## src/rtl/ccg_pkg.sv

```systemverilog
package ccg_pkg;

    typedef enum logic [1:0] {
        ST_IDLE = 2'd0,
        ST_LOW  = 2'd1,
        ST_HIGH = 2'd2
    } ccg_state_e;

endpackage

```

## src/rtl/ccg_ref_sel.sv

```systemverilog
module ccg_ref_sel #(
    parameter int SYNC_STAGES = 2
) (
    input  logic clk,
    input  logic rst_n,
    input  logic casc_sel,
    input  logic casc_dbl,
    input  logic mclk_tick,
    input  logic casc_bclk_in,
    output logic ref_tick
);
    localparam int PIPE_W = SYNC_STAGES + 1;

    logic [PIPE_W-1:0] pipe_q;
    logic              synced;
    logic              synced_d;
    logic              casc_rise;
    logic              casc_fall;

    // synchronizer chain plus one stage of history for edge detection
    always_ff @(posedge clk or negedge rst_n) begin
        if (!rst_n) begin
            pipe_q <= '0;
        end else begin
            pipe_q <= {pipe_q[PIPE_W-2:0], casc_bclk_in};
        end
    end

    assign synced    = pipe_q[SYNC_STAGES-1];
    assign synced_d  = pipe_q[SYNC_STAGES];
    assign casc_rise = synced & ~synced_d;
    assign casc_fall = ~synced & synced_d;

    always_comb begin
        if (casc_sel) begin
            ref_tick = casc_rise | (casc_dbl & casc_fall);
        end else begin
            ref_tick = mclk_tick;
        end
    end

endmodule

```

## src/rtl/ccg_half_div.sv

```systemverilog
module ccg_half_div #(
    parameter int DIV_W = 8
) (
    input  logic             clk,
    input  logic             rst_n,
    input  logic             run,
    input  logic             tick,
    input  logic [DIV_W-1:0] limit,
    output logic             half_end
);
    logic [DIV_W-1:0] cnt_q;
    logic             at_limit;

    assign at_limit = (cnt_q == limit);
    assign half_end = run & tick & at_limit;

    always_ff @(posedge clk or negedge rst_n) begin
        if (!rst_n) begin
            cnt_q <= '0;
        end else if (!run) begin
            cnt_q <= '0;
        end else if (tick) begin
            cnt_q <= at_limit ? '0 : cnt_q + 1'b1;
        end
    end

    AST_CNT_BOUND: assert property (@(posedge clk) disable iff (!rst_n) cnt_q <= limit);

endmodule

```

## src/rtl/ccg_frame_ctr.sv

```systemverilog
module ccg_frame_ctr #(
    parameter int FS_W = 8
) (
    input  logic            clk,
    input  logic            rst_n,
    input  logic            run,
    input  logic            adv,
    input  logic [FS_W-1:0] limit,
    output logic [FS_W-1:0] bit_idx,
    output logic            last_bit
);
    assign last_bit = (bit_idx == limit);

    always_ff @(posedge clk or negedge rst_n) begin
        if (!rst_n) begin
            bit_idx <= '0;
        end else if (!run) begin
            bit_idx <= '0;
        end else if (adv) begin
            bit_idx <= last_bit ? '0 : bit_idx + 1'b1;
        end
    end

    AST_BIT_BOUND: assert property (@(posedge clk) disable iff (!rst_n) bit_idx <= limit);

endmodule

```

## src/rtl/codec_clkgen.sv

```systemverilog
module codec_clkgen
    import ccg_pkg::*;
#(
    parameter int DIV_W       = 8,
    parameter int FS_W        = 8,
    parameter int SYNC_STAGES = 2
) (
    input  logic            clk,
    input  logic            rst_n,
    input  logic            gen_clk_en,
    input  logic            casc_sel,
    input  logic            casc_dbl,
    input  logic            mclk_tick,
    input  logic            casc_bclk_in,
    input  logic            ext_bclk_in,
    input  logic            ext_fsync_in,
    input  logic [DIV_W-1:0] bclk_div_val,
    input  logic [FS_W-1:0] frame_len_val,
    input  logic [FS_W-1:0] fs_width_val,
    output logic            bclk_o,
    output logic            fsync_o,
    output logic            bclk_rise_o,
    output logic            bclk_fall_o,
    output logic            frame_start_o,
    output logic            port_bclk_o,
    output logic            port_fsync_o
);
    ccg_state_e state_q;
    ccg_state_e state_nx;

    logic             ref_tick;
    logic             half_end;
    logic             running;
    logic             rise_ev;
    logic             fall_ev;
    logic             load_sh;
    logic             last_bit;
    logic [FS_W-1:0]  bit_idx;
    logic [DIV_W-1:0] div_sh;
    logic [FS_W-1:0]  len_sh;
    logic [FS_W-1:0]  wid_sh;
    logic             bclk_nx;
    logic             fsync_nx;

    ccg_ref_sel #(
        .SYNC_STAGES (SYNC_STAGES)
    ) u_ref (
        .clk          (clk),
        .rst_n        (rst_n),
        .casc_sel     (casc_sel),
        .casc_dbl     (casc_dbl),
        .mclk_tick    (mclk_tick),
        .casc_bclk_in (casc_bclk_in),
        .ref_tick     (ref_tick)
    );

    assign running = (state_q != ST_IDLE) && gen_clk_en;

    ccg_half_div #(
        .DIV_W (DIV_W)
    ) u_div (
        .clk      (clk),
        .rst_n    (rst_n),
        .run      (running),
        .tick     (ref_tick),
        .limit    (div_sh),
        .half_end (half_end)
    );

    assign rise_ev = running && (state_q == ST_LOW)  && half_end;
    assign fall_ev = running && (state_q == ST_HIGH) && half_end;

    ccg_frame_ctr #(
        .FS_W (FS_W)
    ) u_frm (
        .clk      (clk),
        .rst_n    (rst_n),
        .run      (running),
        .adv      (fall_ev),
        .limit    (len_sh),
        .bit_idx  (bit_idx),
        .last_bit (last_bit)
    );

    // divider settings are sampled while idle or at the end of a frame
    assign load_sh = (state_q == ST_IDLE) || (fall_ev && last_bit);

    always_ff @(posedge clk or negedge rst_n) begin
        if (!rst_n) begin
            div_sh <= '0;
            len_sh <= '0;
            wid_sh <= '0;
        end else if (load_sh) begin
            div_sh <= bclk_div_val;
            len_sh <= frame_len_val;
            wid_sh <= fs_width_val;
        end
    end

    // next-state logic
    always_comb begin
        state_nx = state_q;
        unique case (state_q)
            ST_IDLE: begin
                if (gen_clk_en) state_nx = ST_LOW;
            end
            ST_LOW: begin
                if (!gen_clk_en)   state_nx = ST_IDLE;
                else if (half_end) state_nx = ST_HIGH;
            end
            ST_HIGH: begin
                if (!gen_clk_en)   state_nx = ST_IDLE;
                else if (half_end) state_nx = ST_LOW;
            end
            default: state_nx = ST_IDLE;
        endcase
    end

    // state register
    always_ff @(posedge clk or negedge rst_n) begin
        if (!rst_n) begin
            state_q <= ST_IDLE;
        end else begin
            state_q <= state_nx;
        end
    end

    assign bclk_nx = (state_nx == ST_HIGH);

    always_comb begin
        if (state_nx == ST_IDLE) begin
            fsync_nx = 1'b0;
        end else if (rise_ev) begin
            fsync_nx = (bit_idx <= wid_sh);
        end else begin
            fsync_nx = fsync_o;
        end
    end

    // registered outputs
    always_ff @(posedge clk or negedge rst_n) begin
        if (!rst_n) begin
            bclk_o        <= 1'b0;
            fsync_o       <= 1'b0;
            bclk_rise_o   <= 1'b0;
            bclk_fall_o   <= 1'b0;
            frame_start_o <= 1'b0;
            port_bclk_o   <= 1'b0;
            port_fsync_o  <= 1'b0;
        end else begin
            bclk_o        <= bclk_nx;
            fsync_o       <= fsync_nx;
            bclk_rise_o   <= rise_ev;
            bclk_fall_o   <= fall_ev;
            frame_start_o <= rise_ev && (bit_idx == '0);
            port_bclk_o   <= gen_clk_en ? bclk_nx  : ext_bclk_in;
            port_fsync_o  <= gen_clk_en ? fsync_nx : ext_fsync_in;
        end
    end

    AST_IDLE_QUIET: assert property (@(posedge clk) disable iff (!rst_n) !gen_clk_en |=> (!bclk_o && !fsync_o));
    AST_PORT_FOLLOW: assert property (@(posedge clk) disable iff (!rst_n) !gen_clk_en |=> (port_bclk_o == $past(ext_bclk_in)));
    AST_RISE_EDGE: assert property (@(posedge clk) disable iff (!rst_n) bclk_rise_o |-> (bclk_o && !$past(bclk_o)));
    AST_FALL_EDGE: assert property (@(posedge clk) disable iff (!rst_n) bclk_fall_o |-> (!bclk_o && $past(bclk_o)));
    AST_FS_AT_START: assert property (@(posedge clk) disable iff (!rst_n) frame_start_o |-> fsync_o);
    AST_FS_ON_RISE: assert property (@(posedge clk) disable iff (!rst_n) (gen_clk_en && !bclk_rise_o) |-> (fsync_o == $past(fsync_o) || !fsync_o));

endmodule

```

## config.mk

```make
export PLATFORM = sky130hd
export DESIGN_NAME = codec_clkgen
export DESIGN_NICKNAME = d
export VERILOG_FILES = /design/src/rtl/ccg_pkg.sv /design/src/rtl/ccg_ref_sel.sv /design/src/rtl/ccg_half_div.sv /design/src/rtl/ccg_frame_ctr.sv /design/src/rtl/codec_clkgen.sv
export SDC_FILE = /design/constraint.sdc
export NUM_CORES = 1
export LEC_CHECK = 0
export BUFFER_PORTS_ARGS = -buffer_cell sky130_fd_sc_hd__buf_2
export CORE_MARGIN = 2
export CORE_UTILIZATION = 55
export DETAILED_ROUTE_END_ITERATION = 16
export PLACE_DENSITY = 0.76
export SLEW_MARGIN = 0
export SYNTH_ARGS = -nofsm -noshare
export SYNTH_HDL_FRONTEND = slang
export SYNTH_SLANG_ARGS = --single-unit
```

## constraint.sdc

```tcl
create_clock -name clk -period 6.05 [get_ports clk]
set_input_delay 1.21 -clock clk [delete_from_list [all_inputs] [get_ports clk]]
set_output_delay 1.21 -clock clk [all_outputs]
set_load 0.02 [all_outputs]
```

==> summary.md, run 1 <==
| Metric | Value |
|---|---|
| Hold-fix buffers, CTS | `0` |
| CTS Buf Count | `5` |
| Synth Instances | `324` |
| CP max-delay cell | `or3_4` |
| Yosys cell types | `45` |
| Number of flops mapped to enable cells by yosys | `0` |
| Core region area | `5850 sq um` |
| Nets | `396` |
| Post-place instance area | `3510 sq um` |
| Crit path max-delay family | `compound AO/OA/AOI/OAI gates` |
| Max Clk Rate | `0.342 GHz` |
| Routability Congestion | `0.859` |
| Worst Setup Slack, final | `3.13 ns` |
| Drt wl/cell | `17.7 microns` |
| WP data required | `6.25 ns` |
| Total negative setup slack | `0 ns` |
| Detailed Route WL | `7590 microns` |
| Crit-path max cell delay | `0.56 ns` |
| CTS Buffer Depth | `2` |
| DRC viols | `0` |
| Fin Clk Skew | `0.00679 ns` |
| Die ar. | `6630 sq um` |
| Post-synth ARST share | `100%` |
| # IOs | `40` |
| Root buf cell | `clkbuf_8` |
| GR Overflow Total | `0` |
| Synthesized net count | `368` |
| VDD IR-drop max | `0.000103 V` |
| Hold Crit Class | `reg -> reg` |
| Status | `complete, no violations` |
| Top cells by area, synth | `dfrtp_1 39%, o211ai_2 7.2%, nand4b_1 6.6%` |
| Syn avg cell area | `10.2 sq um` |
| Layout fillers | `483` |
| CTS sink cnt | `52` |
| Wire length of the first global-routing pass | `12900 microns` |
| DR pass1 iterations | `4` |
| Htree depth | `2` |
| Via Count | `2735` |
| Crit share post-route | `48.3%` |
| Ys flop type | `dfrtp_1` |
| Post-CTS setup buffer count | `0` |
| Register area | `1300 sq um` |
| Rel. slew slack | `22.9%` |
| PostCTS Resize Cnt | `0` |
| DR vias/cell | `6.39` |
| Vias in the first global route | `2691` |
| Routed Antenna Nets | `0` |
| Critical path cell sequence | `buf_2 > o21ai_4 > a311o_4 > or3_4 > a211o_1 > a32o_1` |
| Startpoint Class | `input pin` |
| RSZ-0062 raised after global routing | `no` |
| Critical Path AT | `3.13 ns` |
| Reg2reg path depth | `6` |
| Pre-CTS setup slack | `2.83 ns` |
| Initial Utilization | `56.3%` |
| Detailed Place HPWL | `5050 microns` |
| Hold Fails Final Rpt | `0` |
| Yosys reg bits | `52` |
| Leakage | `1.66 nW` |
| Area of the multi-input gates | `1830 sq um` |
| Share of the yosys chip area belonging to registers | `39.5%` |
| Least-Margin Pin Slew | `1.16 ns` |
| Buffers on Ports | `39` |
| Initial antenna violation count | `0` |
| Total GRT Usage | `25.1%` |
| Worst r2r dst | `u_frm.bit_idx[7]` |
| Worst-path maximum fanout | `31` |
| Slew Viols, Final | `0` |
| Clk_lat worst skew | `0.31 ns` |
| Clock slew at reported path FFs | `0.09 ns` |
| Critical path endpoint category | `register` |
| Die Wd | `81.4 microns` |
| YS warnings | `0` |
| Fin area | `3600 sq um` |
| Final worst path period need | `2.92 ns` |
| CTS tree | `done` |
| WP buf/inv | `1` |
| WP depth | `6` |
| Worst Setup EP | `u_frm.bit_idx[7]` |
| Largest net degree at the start of global routing | `55` |
| Final setup fails | `0` |
| Yosys top cell area share | `39.5%` |
| Synth top cells by count | `52 x dfrtp_1, 32 x nand3_1, 25 x nand4b_1, 24 x a22oi_1, 19 x o211ai_2` |
| Area of the mapped netlist | `3300 sq um` |
| Antenna cells | `0` |
| P&R area growth vs syn | `9.23%` |
| Rows | `28` |
| Starting DRT DRC Count | `196` |
| Die height | `81.4 microns` |
| Synth area leader | `dfrtp_1` |
| Critical setup path kind | `in -> reg` |
| Max-Cap Viols | `0` |
| Count leader, synth | `dfrtp_1` |
| Flop-to-flop setup slack | `3.38 ns` |
| Reg-to-reg startpoint | `state_q[0]` |
| Final core utilization | `61.5%` |
| CP startpoint | `gen_clk_en` |
| Cell Pwr Density | `191 nW/um^2` |
| Share of layout cells above drive strength 1 | `23.2%` |
[worst min-delay path by stage]
stage                                from         endpoint  slack [ns]  cells after the start
after global placement    u_ref.pipe_q[0]  u_ref.pipe_q[1]        0.33                      0
final                     u_ref.pipe_q[0]  u_ref.pipe_q[1]        0.36                      0
after floorplan           u_ref.pipe_q[0]  u_ref.pipe_q[1]        0.33                      0
after global routing      u_ref.pipe_q[0]  u_ref.pipe_q[1]        0.38                      0
after detailed placement  u_ref.pipe_q[0]  u_ref.pipe_q[1]        0.35                      0
after CTS                 u_ref.pipe_q[0]  u_ref.pipe_q[1]        0.37                      0
[layout by cell type, fill, tap and decap left out, types with 2 or more instances in the layout]
master,count
dfrtp_1,52
buf_2,39
nand3_1,32
nand4b_1,25
a22oi_1,24
o211ai_2,19
nor2_1,13
inv_1,12
nand2_1,12
ha_1,11
xor2_1,10
xnor2_1,9
o21ai_0,9
o211ai_1,6
a21oi_1,6
a32o_1,6
clkbuf_8,6
buf_4,6
nand2b_1,5
and3_1,5
nor3_1,5
a22o_1,5
nand4_1,4
and2_1,3
nor4_1,3
nor3_4,2
mux2i_1,2
mux2_2,2
a21oi_2,2
and4_1,2
a211o_1,2
[kinds of logic (layout without fill, tap and decap cells)]
kind of cell / Yosys count / count (layout) / share of synthesized area [%]
AO/OA/AOI/OAI: 85 / 85 / 22.6
multiplexers: 4 / 4 / 1.29
XOR/XNOR: 19 / 19 / 5.05
adder cells (fa/ha/maj): 11 / 11 / 4.18
flip-flops: 52 / 52 / 39.5
AND/OR/NAND/NOR: 117 / 117 / 22.3
buffers and inverters: 36 / 65 / 5.12
[cell type report]
type / instances / area share (%)
multi-input cells: 236 / 50.7
flip-flops and latches: 52 / 36.1
repair buffers: 45 / 6.67
well taps: 75 / 2.61
clock buffers: 7 / 2.40
inverters: 12 / 1.25
clock inverters: 1 / 0.209
[power by group]
part | internal (mW) | switching (mW)
registers | 0.365 | 0.0201
clock network | 0.0932 | 0.115
logic | 0.0411 | 0.0541
total | 0.499 | 0.190
[through the flow]
stage / std cells / hold WS (ns) / power, mW
floorplan: 324 / 0.331 / 0.449
detailed placement: 420 / 0.346 / 0.487
global placement: 420 / 0.334 / 0.482
finish: 428 / 0.364 / 0.689
CTS: 428 / 0.368 / 0.695
global route: 428 / 0.380 / 0.719
[flip-flops by register name, summed over array words and instances, names as in the netlist, 2 cells and up]
name           count
div_sh             8
state_q            2
u_frm.bit_idx      8
u_div.cnt_q        8
len_sh             8
u_ref.pipe_q       3
wid_sh             8
[per-layer routing]
| metal | vias up | part of all wire [%] | global-route usage, % |
|---|---|---|---|
| met3 | 11 | 5.4 | 3.52 |
| met5 | - | 0 | 0 |
| met1 | 1359 | 43 | 33.6 |
| li1 | 1293 | - | - |
| met2 | 72 | 49 | 42.0 |
| met4 | 0 | 1.7 | 8.14 |
(Power assumes the default switching activity.)
==> inputs of run 2 (changes only) <==
Settings changed: ABC_AREA set to 1, CORE_UTILIZATION 55 to 52.
Clock period 6.05 ns to 2.45 ns, I/O delays scaled along.
==> summary.md, run 2 <==
| Metric | Value |
|---|---|
| Status | `complete, no violations` |
| Most common cell after layout, fill and taps aside | `nand2_1` |
| Clk_lat worst skew | `0.31 ns (about the same)` |
| Initial Utilization | `52.9% (-3.4 points)` |
| YS warnings | `0 (unchanged)` |
| Routed Antenna Nets | `0 (unchanged)` |
| Detailed Route WL | `5860 microns (-23%)` |
| Cell Pwr Density | `502 nW/um^2 (+160%)` |
| Dpl cells | `471 (+12%)` |
| Yosys cell types | `27 (-40%)` |
| Wire length of the first global-routing pass | `9940 microns (-23%)` |
| Rel. slew slack | `58.2% (+35 points)` |
| Synth Instances | `365 (+13%)` |
| Fin Clk Skew | `0.0102 ns (+0.00344 ns)` |
| Routability Congestion | `0.869 (+1.2%)` |
| Clock slew at reported path FFs | `0.09 ns (about the same)` |
| Synth top cells by count | `119 x nand2_1, 52 x dfrtp_1, 47 x nand3_1, 46 x inv_1, 24 x nor2_1` |
| Post-CTS setup buffer count | `0 (unchanged)` |
| Yosys reg bits | `52 (unchanged)` |
| Critical path cell sequence | `xor2_1 > nor2_1 > nand2_1 > nor2_4 > nand3_4 > nand2_4 > nand2_1 > nand2_1` |
| Yosys top cell area share | `45.5% (+6.0 points)` |
| Rows | `27 (-3.6%)` |
| Crit share post-route | `79.4%` |
| Post-Layout Cell Count | `478 (+12%)` |
| Syn avg cell area | `7.84 sq um (-23%)` |
| Reg2reg path depth | `8 (+2)` |
| WP buf/inv | `0 (-1)` |
| Fin area | `3210 sq um (-11%)` |
| # IOs | `40 (unchanged)` |
| CP max-delay cell | `dfrtp_1` |
| Buffers on Ports | `39 (unchanged)` |
| Reg-to-reg startpoint | `u_frm.bit_idx[2]` |
| CTS Buffer Depth | `2 (unchanged)` |
| Hold Fails Final Rpt | `0 (unchanged)` |
| DR pass1 iterations | `4 (unchanged)` |
| Count leader, synth | `nand2_1` |
| Worst-path maximum fanout | `25 (-19%)` |
| Detailed Place HPWL | `4470 microns (-11%)` |
| Share of layout cells above drive strength 1 | `14.5% (-8.7 points)` |
| Worst Setup Slack, final | `0.505 ns (-2.62 ns)` |
| Total negative setup slack | `0 ns (unchanged)` |
| Critical Path AT | `2.20 ns (-0.93 ns)` |
| Post-synth ARST share | `100% (unchanged)` |
| Via Count | `2369 (-13%)` |
| Die height | `78.2 microns (-4.0%)` |
| Drt wl/cell | `12.3 microns (-31%)` |
| Antenna cells | `0 (unchanged)` |
| Hold-fix buffers, CTS | `0 (unchanged)` |
| Area of the mapped netlist | `2860 sq um (-13%)` |
| Final worst path period need | `1.94 ns` |
| Most used cell, CP | `nand2_1` |
| Hold_ws | `0.186 ns (-0.178 ns)` |
| DRC viols | `0 (unchanged)` |
| CTS tree | `done` |
| PostCTS Resize Cnt | `0 (unchanged)` |
| P&R area growth vs syn | `12.2%` |
| DR vias/cell | `4.96 (-22%)` |
| Post-place instance area | `3130 sq um (-11%)` |
| CTS Buf Count | `5 (unchanged)` |
| Max Clk Rate | `0.514 GHz` |
| Die ar. | `6110 sq um (-7.8%)` |
| Slew Viols, Final | `0 (unchanged)` |
| Pre-CTS setup slack | `0.497 ns (-2.33 ns)` |
| Nets | `450 (+14%)` |
| Final setup fails | `0 (unchanged)` |
| GR Overflow Total | `0 (unchanged)` |
| Htree depth | `2 (unchanged)` |
| Critical setup path kind | `reg -> reg` |
| Top cells by area, synth | `dfrtp_1 45%, nand2_1 16%, nand3_1 8.2%` |
| RSZ-0062 raised after global routing | `no` |
| Total Power | `1.61 mW (+130%)` |
| Max-Cap Viols | `0 (unchanged)` |
| Die Wd | `78.2 microns (-4.0%)` |
| Hold Crit Class | `in -> async` |
| Startpoint Class | `register` |
| Synth area leader | `dfrtp_1` |
| Initial antenna violation count | `0 (unchanged)` |
| Largest net degree at the start of global routing | `28 (-49%)` |
| Crit-path max cell delay | `0.49 ns (-0.07 ns)` |
| Most frequent cells in the layout | `119 x nand2_1, 52 x dfrtp_1, 47 x nand3_1, 46 x inv_1, 39 x buf_2` |
| CTS sink cnt | `52 (unchanged)` |
| Total GRT Usage | `20.9% (-4.1 points)` |
| Synthesized net count | `409 (+11%)` |
| Flop-to-flop setup slack | `0.51 ns (-2.87 ns)` |
| Core region area | `5410 sq um (-7.6%)` |
| Least-Margin Pin Slew | `0.627 ns (-0.529 ns)` |
| Critical path endpoint category | `register` |
| Final core utilization | `59.4% (-2.2 points)` |
| VDD IR-drop max | `0.000249 V (+140%)` |
| Number of flops mapped to enable cells by yosys | `0 (unchanged)` |
| Share of the yosys chip area belonging to registers | `45.5% (+6.0 points)` |
| Crit path max-delay family | `simple AND/OR/NAND/NOR gates` |
| Leakage | `1.79 nW (+8.0%)` |
| Worst r2r dst | `div_sh[6]` |
| Ys flop type | `dfrtp_1` |
| Starting DRT DRC Count | `147 (-25%)` |
| Vias in the first global route | `2250 (-16%)` |
| Root buf cell | `clkbuf_8` |
| WP data required | `2.70 ns (-3.55 ns)` |
## run 2: cell types whose count changed after synthesis, moves of 6 or more
cell | previous run | this run
a22oi_1 | 24 | 0
a32o_1 | 6 | 0
clkbuf_1 | 15 | 2
inv_1 | 12 | 46
nand2_1 | 12 | 119
nand3_1 | 32 | 47
nand4b_1 | 25 | 0
nor2_1 | 13 | 24
o211ai_1 | 6 | 0
o211ai_2 | 19 | 0
o22ai_1 | 0 | 6
xor2_1 | 10 | 17
## run 2: worst max-delay path by stage
stage                      to             start  cells past startpoint  slack, ns
floorplan           div_sh[0]  u_frm.bit_idx[4]                      9       0.90
global placement    len_sh[1]        gen_clk_en                      9       0.56
detailed placement  len_sh[1]        gen_clk_en                      9       0.50
CTS                 len_sh[5]  u_frm.bit_idx[2]                      8       0.50
global route        len_sh[5]    u_div.cnt_q[7]                     11       0.26
finish              div_sh[6]  u_frm.bit_idx[2]                      8       0.51
## run 2: routing by layer
metal	track usage, %	vias up	part of all wire, %
met3	4.48	15	3.7
met1	25.6	1090	44
met5	0	-	0
met4	9.82	0	2.9
li1	-	1222	-
met2	35.4	42	49
## run 2: cell type report
type,instances,area (sq um)
Clock buffer,6,72.6
Clock inverter,1,5.00
Fill cell,520,2200
Inverter,49,184
Multi-Input combinational cell,256,1330
Sequential cell,52,1300
Tap cell,72,90.1
Timing Repair Buffer,42,230
## run 2: kinds of logic after synthesis
logic type	count (synthesis)	share of synthesized area, %
fa+ha+maj	11	4.81
compound gates	19	3.76
simple gates	205	31.4
xor+xnor	21	6.43
flops	52	45.5
buf+inv	57	8.14
## run 2: power breakdown
part           internal, mW  total, mW  switching [mW]
Clock                 0.195      0.465           0.270
Combinational        0.0839      0.211           0.127
Sequential            0.901      0.934          0.0334
==> inputs of run 3 (changes only) <==
Settings changed: CORE_UTILIZATION 52 to 55, PLACE_DENSITY 0.76 to 0.77.
Clock period 2.45 ns to 2 ns, I/O delays scaled along.
==> summary.md, run 3 (same netlist as run 2, synthesis figures left out) <==
| Metric | Value |
|---|---|
| Status | `complete, no violations` |
| Dpl cells | `471 (unchanged)` |
| Antenna cells | `0 (unchanged)` |
| Final setup fails | `0 (unchanged)` |
| Most frequent cells in the layout | `119 x nand2_1, 52 x dfrtp_1, 47 x nand3_1, 46 x inv_1, 39 x buf_2` |
| Total GRT Usage | `23.3% (+2.3 points)` |
| Crit share post-route | `86.6% (+7.2 points)` |
| Most common cell after layout, fill and taps aside | `nand2_1` |
| Die Wd | `76.1 microns (-2.6%)` |
| Max Clk Rate | `0.578 GHz (+12%)` |
| Wire length of the first global-routing pass | `10800 microns (+8.4%)` |
| DR pass1 iterations | `4 (unchanged)` |
| Final worst path period need | `1.73 ns (-0.214 ns)` |
| Reg-to-reg startpoint | `u_div.cnt_q[4]` |
| Htree depth | `2 (unchanged)` |
| Vias in the first global route | `2345 (+4.2%)` |
| Post-CTS setup buffer count | `0 (unchanged)` |
| Flop-to-flop setup slack | `0.27 ns (-0.24 ns)` |
| Worst-path maximum fanout | `24 (-4.0%)` |
| Slew Viols, Final | `0 (unchanged)` |
| Total Power | `2.19 mW (+36%)` |
| P&R area growth vs syn | `13.9%` |
| Worst r2r dst | `wid_sh[3]` |
| Post-Layout Cell Count | `479 (+0.21%)` |
| Startpoint Class | `register` |
| CTS tree | `done` |
| Nets | `452 (+0.44%)` |
| Critical setup path kind | `reg -> reg` |
| DRC viols | `0 (unchanged)` |
| Critical path endpoint category | `register` |
| RSZ-0062 raised after global routing | `no` |
| PostCTS Resize Cnt | `0 (unchanged)` |
| Die ar. | `5790 sq um (-5.2%)` |
| VDD IR-drop max | `0.000365 V (+46%)` |
| DR vias/cell | `5.04 (+1.6%)` |
| Hold Crit Class | `in -> async` |
| Root buf cell | `clkbuf_8` |
| Rows | `26 (-3.7%)` |
| Clock slew at reported path FFs | `0.10 ns (about the same)` |
| Largest net degree at the start of global routing | `53 (+89%)` |
| Core region area | `5070 sq um (-6.1%)` |
| Clk_lat worst skew | `0.31 ns (about the same)` |
| Detailed Route WL | `6320 microns (+7.9%)` |
| WP data required | `2.25 ns (-0.45 ns)` |
| Cell Pwr Density | `671 nW/um^2 (+34%)` |
| Max-Cap Viols | `0 (unchanged)` |
| Final core utilization | `64.2% (+4.8 points)` |
| Hold_ws | `0.197 ns (+0.0103 ns)` |
| Initial antenna violation count | `0 (unchanged)` |
| Buffers on Ports | `39 (unchanged)` |
| Routability Congestion | `0.875 (+0.70%)` |
| Least-Margin Pin Slew | `0.648 ns (+0.0213 ns)` |
| Routed Antenna Nets | `0 (unchanged)` |
| Detailed Place HPWL | `4700 microns (+5.0%)` |
| CTS sink cnt | `52 (unchanged)` |
| Drt wl/cell | `13.2 microns (+7.6%)` |
| Leakage | `1.82 nW (+1.5%)` |
| Share of layout cells above drive strength 1 | `15.4% (+0.87 points)` |
| Critical Path AT | `1.98 ns (-0.22 ns)` |
| Total negative setup slack | `0 ns (unchanged)` |
| Hold-fix buffers, CTS | `0 (unchanged)` |
| Hold Fails Final Rpt | `0 (unchanged)` |
| Fin Clk Skew | `0.0123 ns (+0.00207 ns)` |
| CTS Buf Count | `5 (unchanged)` |
| Reg2reg path depth | `11 (+3)` |
| GR Overflow Total | `0 (unchanged)` |
| # IOs | `40 (unchanged)` |
| Starting DRT DRC Count | `211 (+44%)` |
| Rel. slew slack | `56.8% (-1.4 points)` |
| Die height | `76.1 microns (-2.6%)` |
| CTS Buffer Depth | `2 (unchanged)` |
| Via Count | `2412 (+1.8%)` |
| Initial Utilization | `56.4% (+3.4 points)` |
## run 3: changes by cell type in the layout (fill, tap and decap cells not counted)
cell       delta
clkinv_2      -1
bufinv_16     +1
buf_4         +3
clkbuf_1      -1
buf_12        -1
clkbuf_8      +2
## run 3: power by group
part | total [mW] | switching (mW) | internal (mW)
Sequential | 1.15 | 0.0422 | 1.10
Combinational | 0.259 | 0.158 | 0.101
Clock | 0.782 | 0.341 | 0.442
Total | 2.19 | 0.541 | 1.65
## run 3: per-layer routing
| metal | global-route usage (%) | routed length, microns | vias to the layer above |
|---|---|---|---|
| li1 | - | - | 1227 |
| met1 | 31.1 | 2890 | 1117 |
| met2 | 37.5 | 3010 | 54 |
| met3 | 4.98 | 293 | 14 |
| met4 | 8.73 | 131 | 0 |
| met5 | 0 | 0 | - |
## run 3: worst max-delay path by stage
stage / from / to / cells after the start
finish: u_div.cnt_q[4] / wid_sh[3] / 11
global route: u_div.cnt_q[5] / len_sh[6] / 11
CTS: u_div.cnt_q[4] / wid_sh[3] / 11
detailed placement: gen_clk_en / u_frm.bit_idx[3] / 9
global placement: gen_clk_en / u_frm.bit_idx[1] / 9
floorplan: u_frm.bit_idx[4] / div_sh[0] / 9
## run 3: critical path, cell delays in order (launching register included)
cell	delay (ns)
dfrtp_1	0.43
inv_1	0.11
nand2_1	0.06
nand2_1	0.05
nand2_1	0.07
nor2_1	0.15
nand2_2	0.12
nor2_4	0.14
nand3_4	0.10
nand2_4	0.25
nand2_1	0.11
nand2_1	0.08
## run 3: layout make-up
cell class              count  area [sq um]
multi-input cells         256          1330
fillers                   459          1820
clock buffers               7          96.3
repair buffers             44           233
flip-flops and latches     52          1300
well taps                  70          87.6
inverters                  49           184
clock inverters             1          30.0
## run 3: metrics by stage
stage / instance area [sq um] / setup WS [ns]
final: 3260 / 0.269
after global routing: 3260 / 0.0893
after CTS: 3260 / 0.260
after detailed placement: 3130 / 0.245
after global placement: 3130 / 0.276
after floorplan: 2860 / 0.450
